## src/rtl/sigchg_pkg.sv

```systemverilog
package sigchg_pkg;
    typedef enum logic [1:0] {
        CH_OFF     = 2'd0,
        CH_WAIT    = 2'd1,
        CH_ARMED   = 2'd2,
        CH_CONFIRM = 2'd3
    } ch_state_t;

    typedef enum logic [1:0] {
        ACC_IDLE  = 2'd0,
        ACC_FETCH = 2'd1,
        ACC_LOAD  = 2'd2
    } acc_state_t;

    localparam logic [2:0] REG_STATUS = 3'd0;
    localparam logic [2:0] REG_FIFO   = 3'd1;
    localparam logic [2:0] REG_ADDR   = 3'd2;
    localparam logic [2:0] REG_CMD    = 3'd3;
    localparam logic [2:0] REG_DATA   = 3'd4;
    localparam logic [2:0] REG_EXPECT = 3'd5;
    localparam logic [2:0] REG_CTRL   = 3'd6;
endpackage

```

## src/rtl/sigchg_fifo.sv

```systemverilog
module sigchg_fifo #(
    parameter int W     = 6,
    parameter int DEPTH = 8
) (
    input  logic                       clk,
    input  logic                       rst_n,
    input  logic                       push,
    input  logic                       pop_req,
    input  logic [W-1:0]               din,
    output logic [W-1:0]               dout,
    output logic                       empty,
    output logic                       full,
    output logic [$clog2(DEPTH+1)-1:0] cnt
);
    localparam int AW = $clog2(DEPTH);
    localparam int CW = $clog2(DEPTH+1);

    logic [W-1:0]  mem_q [DEPTH];
    logic [AW-1:0] wp_q, rp_q;
    logic [CW-1:0] cnt_q;
    logic          do_pop, do_push;

    assign empty   = (cnt_q == '0);
    assign full    = (cnt_q == CW'(DEPTH));
    assign do_pop  = pop_req && !empty;
    assign do_push = push && (!full || do_pop);
    assign dout    = mem_q[rp_q];
    assign cnt     = cnt_q;

    always_ff @(posedge clk) begin
        if (!rst_n) begin
            wp_q  <= '0;
            rp_q  <= '0;
            cnt_q <= '0;
        end else begin
            if (do_push) begin
                mem_q[wp_q] <= din;
                wp_q        <= (wp_q == AW'(DEPTH-1)) ? '0 : wp_q + 1'b1;
            end
            if (do_pop)
                rp_q <= (rp_q == AW'(DEPTH-1)) ? '0 : rp_q + 1'b1;
            if (do_push && !do_pop)
                cnt_q <= cnt_q + 1'b1;
            else if (do_pop && !do_push)
                cnt_q <= cnt_q - 1'b1;
        end
    end
endmodule

```

## src/rtl/sigchg_tracker.sv

```systemverilog
module sigchg_tracker
    import sigchg_pkg::*;
#(
    parameter int SIG_W = 6,
    parameter int CH_W  = 5
) (
    input  logic             clk,
    input  logic             rst_n,
    input  logic             slot_vld,
    input  logic [CH_W-1:0]  slot_ch,
    input  logic [SIG_W-1:0] slot_sig,
    input  logic             ctl_vld,
    input  logic             ctl_en,
    input  logic [CH_W-1:0]  ctl_ch,
    input  logic [SIG_W-1:0] ctl_ref,
    input  logic [CH_W-1:0]  rd_ch,
    output logic [SIG_W-1:0] rd_ref,
    output logic             chg_push
);
    localparam int NCH = 1 << CH_W;

    ch_state_t        st_q   [NCH];
    logic [SIG_W-1:0] ref_q  [NCH];
    logic [SIG_W-1:0] cand_q [NCH];

    ch_state_t        cur_st, nxt_st;
    logic [SIG_W-1:0] cur_ref, cur_cand, nxt_ref, nxt_cand;
    logic             hit, slot_take;

    assign slot_take = slot_vld && !(ctl_vld && ctl_ch == slot_ch);
    assign chg_push  = slot_take && hit;
    assign rd_ref    = ref_q[rd_ch];

    // next-state for the channel owning the current slot
    always_comb begin
        cur_st   = st_q[slot_ch];
        cur_ref  = ref_q[slot_ch];
        cur_cand = cand_q[slot_ch];
        nxt_st   = cur_st;
        nxt_ref  = cur_ref;
        nxt_cand = cur_cand;
        hit      = 1'b0;
        unique case (cur_st)
            CH_OFF: ;
            CH_WAIT:
                if (slot_sig == cur_ref) nxt_st = CH_ARMED;
            CH_ARMED:
                if (slot_sig != cur_ref) begin
                    nxt_st   = CH_CONFIRM;
                    nxt_cand = slot_sig;
                end
            CH_CONFIRM:
                if (slot_sig == cur_cand) begin
                    nxt_st  = CH_ARMED;
                    nxt_ref = cur_cand;
                    hit     = 1'b1;
                end else if (slot_sig == cur_ref) begin
                    nxt_st = CH_ARMED;
                end else begin
                    nxt_cand = slot_sig;
                end
            default: nxt_st = CH_OFF;
        endcase
    end

    always_ff @(posedge clk) begin
        if (!rst_n) begin
            for (int i = 0; i < NCH; i++) begin
                st_q[i]   <= CH_OFF;
                ref_q[i]  <= '0;
                cand_q[i] <= '0;
            end
        end else begin
            if (slot_take) begin
                st_q[slot_ch]   <= nxt_st;
                ref_q[slot_ch]  <= nxt_ref;
                cand_q[slot_ch] <= nxt_cand;
            end
            if (ctl_vld) begin
                st_q[ctl_ch]  <= ctl_en ? CH_WAIT : CH_OFF;
                ref_q[ctl_ch] <= ctl_ref;
            end
        end
    end
endmodule

```

## src/rtl/sigchg_access.sv

```systemverilog
module sigchg_access
    import sigchg_pkg::*;
#(
    parameter int SIG_W = 6
) (
    input  logic             clk,
    input  logic             rst_n,
    input  logic             start,
    input  logic [SIG_W-1:0] ref_in,
    output logic             busy,
    output logic [SIG_W-1:0] data
);
    acc_state_t st_q, st_d;
    logic [SIG_W-1:0] data_q;

    always_comb begin
        st_d = st_q;
        unique case (st_q)
            ACC_IDLE:  if (start) st_d = ACC_FETCH;
            ACC_FETCH: st_d = ACC_LOAD;
            ACC_LOAD:  st_d = ACC_IDLE;
            default:   st_d = ACC_IDLE;
        endcase
    end

    always_ff @(posedge clk) begin
        if (!rst_n) st_q <= ACC_IDLE;
        else        st_q <= st_d;
    end

    always_ff @(posedge clk) begin
        if (!rst_n)                 data_q <= '0;
        else if (st_q == ACC_FETCH) data_q <= ref_in;
    end

    assign busy = (st_q != ACC_IDLE);
    assign data = data_q;
endmodule

```

## src/rtl/sigchg_detect.sv

```systemverilog
module sigchg_detect
    import sigchg_pkg::*;
#(
    parameter int SIG_W      = 6,
    parameter int PORT_W     = 2,
    parameter int TS_W       = 3,
    parameter int FIFO_DEPTH = 8
) (
    input  logic              clk,
    input  logic              rst_n,
    input  logic              slot_vld,
    input  logic [PORT_W-1:0] slot_port,
    input  logic [TS_W-1:0]   slot_ts,
    input  logic [SIG_W-1:0]  slot_sig,
    input  logic              cpu_rd,
    input  logic              cpu_wr,
    input  logic [2:0]        cpu_addr,
    input  logic [7:0]        cpu_wdata,
    output logic [7:0]        cpu_rdata,
    output logic              irq
);
    localparam int CH_W   = PORT_W + TS_W;
    localparam int ADDR_W = CH_W + 1;
    localparam int CNT_W  = $clog2(FIFO_DEPTH+1);

    logic [SIG_W-1:0]  expect_q;
    logic [ADDR_W-1:0] acc_addr_q;
    logic              ovf_q;
    logic [CH_W-1:0]   slot_ch;
    logic              chg_push, fifo_pop, fifo_empty, fifo_full;
    logic [ADDR_W-1:0] fifo_dout;
    logic [CNT_W-1:0]  fifo_cnt;
    logic [SIG_W-1:0]  rd_ref, acc_data;
    logic              acc_busy, ctl_vld;
    logic              unused_bits;

    assign slot_ch  = {slot_port, slot_ts};
    assign fifo_pop = cpu_rd && cpu_addr == REG_FIFO;
    assign ctl_vld  = cpu_wr && cpu_addr == REG_CTRL;
    assign irq      = !fifo_empty;
    assign unused_bits = ^{cpu_wdata[6:CH_W], acc_addr_q[ADDR_W-1]};

    sigchg_tracker #(.SIG_W(SIG_W), .CH_W(CH_W)) u_trk (
        .clk(clk), .rst_n(rst_n),
        .slot_vld(slot_vld), .slot_ch(slot_ch), .slot_sig(slot_sig),
        .ctl_vld(ctl_vld), .ctl_en(cpu_wdata[7]), .ctl_ch(cpu_wdata[CH_W-1:0]),
        .ctl_ref(expect_q), .rd_ch(acc_addr_q[CH_W-1:0]), .rd_ref(rd_ref),
        .chg_push(chg_push)
    );

    sigchg_fifo #(.W(ADDR_W), .DEPTH(FIFO_DEPTH)) u_fifo (
        .clk(clk), .rst_n(rst_n), .push(chg_push), .pop_req(fifo_pop),
        .din({1'b1, slot_ch}), .dout(fifo_dout), .empty(fifo_empty),
        .full(fifo_full), .cnt(fifo_cnt)
    );

    sigchg_access #(.SIG_W(SIG_W)) u_acc (
        .clk(clk), .rst_n(rst_n),
        .start(cpu_wr && cpu_addr == REG_CMD),
        .ref_in(rd_ref), .busy(acc_busy), .data(acc_data)
    );

    always_ff @(posedge clk) begin
        if (!rst_n) begin
            expect_q   <= '0;
            acc_addr_q <= '0;
            ovf_q      <= 1'b0;
        end else begin
            if (cpu_wr && cpu_addr == REG_EXPECT) expect_q   <= cpu_wdata[SIG_W-1:0];
            if (cpu_wr && cpu_addr == REG_ADDR)   acc_addr_q <= cpu_wdata[ADDR_W-1:0];
            if (chg_push && fifo_full && !(fifo_pop && !fifo_empty))
                ovf_q <= 1'b1;
            else if (cpu_wr && cpu_addr == REG_STATUS && cpu_wdata[1])
                ovf_q <= 1'b0;
        end
    end

    always_comb begin
        unique case (cpu_addr)
            REG_STATUS: cpu_rdata = {6'b0, ovf_q, !fifo_empty};
            REG_FIFO:   cpu_rdata = fifo_empty ? 8'h00 : 8'(fifo_dout);
            REG_ADDR:   cpu_rdata = 8'(acc_addr_q);
            REG_CMD:    cpu_rdata = {7'b0, acc_busy};
            REG_DATA:   cpu_rdata = 8'(acc_data);
            REG_EXPECT: cpu_rdata = 8'(expect_q);
            default:    cpu_rdata = 8'h00;
        endcase
    end
endmodule

```

## config.mk

```make
export PLATFORM = sky130hd
export DESIGN_NAME = sigchg_detect
export DESIGN_NICKNAME = d
export VERILOG_FILES = /design/src/rtl/sigchg_pkg.sv /design/src/rtl/sigchg_fifo.sv /design/src/rtl/sigchg_tracker.sv /design/src/rtl/sigchg_access.sv /design/src/rtl/sigchg_detect.sv
export SDC_FILE = /design/constraint.sdc
export NUM_CORES = 1
export LEC_CHECK = 0
export BUFFER_PORTS_ARGS = -buffer_cell sky130_fd_sc_hd__buf_4
export CAP_MARGIN = 20
export CORE_MARGIN = 4
export CORE_UTILIZATION = 60
export DETAILED_ROUTE_END_ITERATION = 12
export PLACE_DENSITY = 0.84
export SYNTH_ARGS = -nofsm -noshare
export SYNTH_HDL_FRONTEND = slang
export SYNTH_HIERARCHICAL = 1
export SYNTH_SLANG_ARGS = --single-unit
```

## constraint.sdc

```tcl
create_clock -name clk -period 4.8 [get_ports clk]
set_input_delay 0.24 -clock clk [delete_from_list [all_inputs] [get_ports clk]]
set_output_delay 0.24 -clock clk [all_outputs]
set_load 0.01 [all_outputs]
```

==> results.md <==
* Run status: completed
* Total die area at slightly below 50000 sq um
* Count of input and output buffers at 32
* CP Data Required Time at between 5 and 6 ns
* Initial antenna violation count at 2
* DR vias at ~22000
* Startpoint types: flop
* Crit path capture type: flop
* Drt pass-1 iters at 7
* Pleak at between 0.01 and 0.015 uW
* Hold Crit Class: in -> reg
* Fmax at 0.2187 GHz
* Cell Pwr Density at approximately 340 nW/um^2
* Syn Inst Count at 2232
* Maxcap violations at 0
* Pre-CTS WS at -0.09890 ns
* Tcrit/Tclk final at 95.24%
* CP max FO at 3
* Final Hold Viols at 0
* CTS tree: built
* CTS H-Tree Depth at 2
* Area Growth Syn to Fin at 11.49%
* Power Internal at between 7000 and 8000 uW
* Vias in the first global route at ~21000
* CTS Sinks at 530
* Worst Tran Pin Value at 1.132 ns
* Layout cells sized above 1 at 18.59%
* WP data arrival at just over 5 ns
* RSZ-0062 raised after global routing: false
* CP cell instances: mux2i_1 > o22ai_1 > nor4_2 > a21oi_1 > or4_4 > or4_1 > nor2_1 > buf_4 > o21ai_4 > inv_2 > ha_1 > inv_1 > ha_1 > a21oi_1 > a211oi_1 > a31oi_1 > mux2i_1
* Switch Pwr at approximately 2700 uW
* Per-cell routed wire length at 31.97 um
* Via density at approximately 7.4
* Power share of the sequential group at ~50%
* Top FF cell, synth: edfxtp_1
* Filler Cells Inserted at 3210
* Routability congestion estimate at between 1 and 1.5
* Largest net degree at the start of global routing at between 90 and 100
* # setup viols final at 0
* Number of flops mapped to enable cells by yosys at roughly 460
* Global-route wire length before repair at about 140 mm
* Fin Clk Skew at a little over 0.02 ns
* Initial core utilization at between 60% and 70%
* Post-DP HPWL at around 64 mm
* Nets at ~2300
* Post-layout util at between 60% and 70%
* Core area at around 45000 sq um
* Ys Warns at 6
* Peak supply drop at 0.0003319 V
* Die Wd at 222.3 um
* Worst skew pair latency at between 0.6 and 0.7 ns
* GR Overflow Total at 0
* Sequential share of the synthesized area at between 50% and 60%
* Clock buffer count from CTS at 54
* CTS root buffer: clkbuf_16
* GRT Overall Usage at a little under two fifths
* Post-route DRC at 0
* FFs w/ async S/R, synth at 0%
* Synth Area per Inst at 12.34 sq um
* Clock share of power at around two fifths
* Slew Limit Fails at 0
* Slowest cell on crit path: or4_1
* FF+latch count, synth at 530
* Slew headroom at 24.55%
* Die Span Y at 222.3 um
* Total wire length at slightly above 90 mm
* Synth Cell Area at about 28000 sq um
* Post-route minimum period at about 4.6 ns
* Hold Slack at 0.02586 ns
* Switch share at between 20 and 30%
* Max clock buf depth at 3
* Post-route ant nets at 0
* Initial drt markers at between 4000 and 5000
* CP max stage delay at 0.67 ns
* IO Pins at 36
* Final setup margin at roughly 0.23 ns
* Logic pwr share at 11.0%
* Setup Buffers After CTS at 0
* WS Path Type: reg -> reg
* Core Rows at approximately 80
* Reg clk slew, reported paths at around 0.06 ns
* Yosys cell types at slightly below 80
synth_stat cells, drive strengths merged, types with 66 or more instances:
cell type | instances | area [sq um]
nor3 | 207 | 1036
buf | 102 | 630.6
clkbuf | 120 | 451.7
o22ai | 81 | 513.0
a22o | 121 | 1060
edfxtp | 464 | 13930
nand2 | 226 | 850.8
mux4 | 104 | 2342
o21ai | 124 | 631.9
dfxtp | 66 | 1321
mux2i | 195 | 1984
nor2 | 85 | 319.1
placed cells by master, fill, tap and decap left out, types with 9 or more instances in the layout:
master / Yosys / routed
mux2i_1: 191 / 190
clkbuf_1: 119 / 12
o21ai_0: 58 / 58
o22ai_1: 80 / 80
a21oi_1: 14 / 14
nor2b_1: 20 / 20
conb_1: 2 / 10
and2_1: 9 / 9
xnor2_1: 9 / 9
mux2_2: 12 / 12
nor3_1: 207 / 206
nor4_1: 32 / 25
nand3_1: 47 / 47
and3_1: 13 / 13
dfxtp_1: 66 / 61
inv_1: 9 / 9
a22o_1: 121 / 121
mux4_2: 104 / 104
nand4_1: 36 / 36
clkinv_1: 0 / 11
buf_12: 0 / 13
buf_4: 22 / 179
nand2_1: 225 / 225
edfxtp_1: 464 / 464
nor2_1: 85 / 85
clkbuf_16: 0 / 55
o21ai_1: 65 / 65
a22oi_1: 9 / 9
clkinv_2: 0 / 9
a32o_1: 18 / 18
nand2b_1: 9 / 9
cell type report:
cell class | instances | area, sq um | area share (%)
flip-flops and latches | 530 | 15260 | 49.69
multi-input cells | 1478 | 11270 | 36.69
repair buffers | 200 | 1707 | 5.556
clock buffers | 70 | 1463 | 4.762
well taps | 600 | 750.7 | 2.444
clock inverters | 30 | 222.7 | 0.7251
inverters | 10 | 37.54 | 0.1222
diodes | 1 | 2.502 | 0.008147
critical path, delay by kind of cell (launching register included):
family          cells  cell delay [ns]
buf+inv             3             0.30
mux                 2             0.59
simple gates        4             1.94
fa+ha+maj           2             0.46
flops               1             0.36
compound gates      6             0.85
cells by family (layout without fill, tap and decap cells):
group,after synthesis,in the layout,share of synthesized area (%)
XOR/XNOR,9,9,0.2861
adder cells (fa/ha/maj),8,8,0.3906
buffers and inverters,232,310,4.065
multiplexers,312,312,16.25
flip-flops,530,530,55.37
other,2,11,0.02726
AO/OA/AOI/OAI,394,394,10.04
AND/OR/NAND/NOR,745,745,13.57
through the flow:
stage	area, sq um	TNS, ns	total power, uW	instances
after global routing	30710	0	10670	2918
after floorplan	27580	0	5936	2240
after global placement	28930	-0.1799	6354	2810
final	30720	0	10420	2919
after detailed placement	28940	-0.1849	6387	2811
after CTS	30660	0	10360	2915
state kept, by name, indices dropped and copies added (netlist names), named ones only:
name	cells
u_trk/cand_q	192
u_fifo/rp_q	3
u_acc/st_q	2
u_trk/st_q	64
ovf_q	1
u_fifo/cnt	4
u_fifo/mem_q	48
u_fifo/wp_q	3
expect_q	6
u_trk/ref_q	192
u_acc/data	6
acc_addr_q	6
metal layers:
metal | up-vias | global-route usage, % | share of wire, %
met5 | - | 0 | 0.013
met4 | 2 | 24.51 | 8.7
met3 | 497 | 8.205 | 13
met2 | 1981 | 57.79 | 46
met1 | 10393 | 45.82 | 32
li1 | 8832 | - | -
worst paths after layout:
path,from,to,slack [ns],cells past startpoint
max,u_trk/cand_q[9][2],u_fifo/cnt[3],0.23,17
min,cpu_rd,ovf_q,0.03,3
max reg2reg,u_trk/cand_q[9][2],u_fifo/cnt[3],0.23,17
min reg2reg,u_trk/st_q[22][1],u_trk/st_q[22][1],0.47,2
repair_timing:
action	4_1_cts	5_1_grt
hold buffers	4	0
endpoints found under the hold margin	6	0
resized for setup	0	1
endpoints found under the setup margin	0	1
power by group through the flow:
stage	Sequential, uW	Clock (uW)	Combinational [uW]
detailed placement	5310	0	1080
global placement	5300	0	1060
CTS	5210	4060	1090
finish	5220	4060	1150
global route	5220	4280	1160
floorplan	5270	0	668
Note: power is estimated with default switching activity, not from simulation.
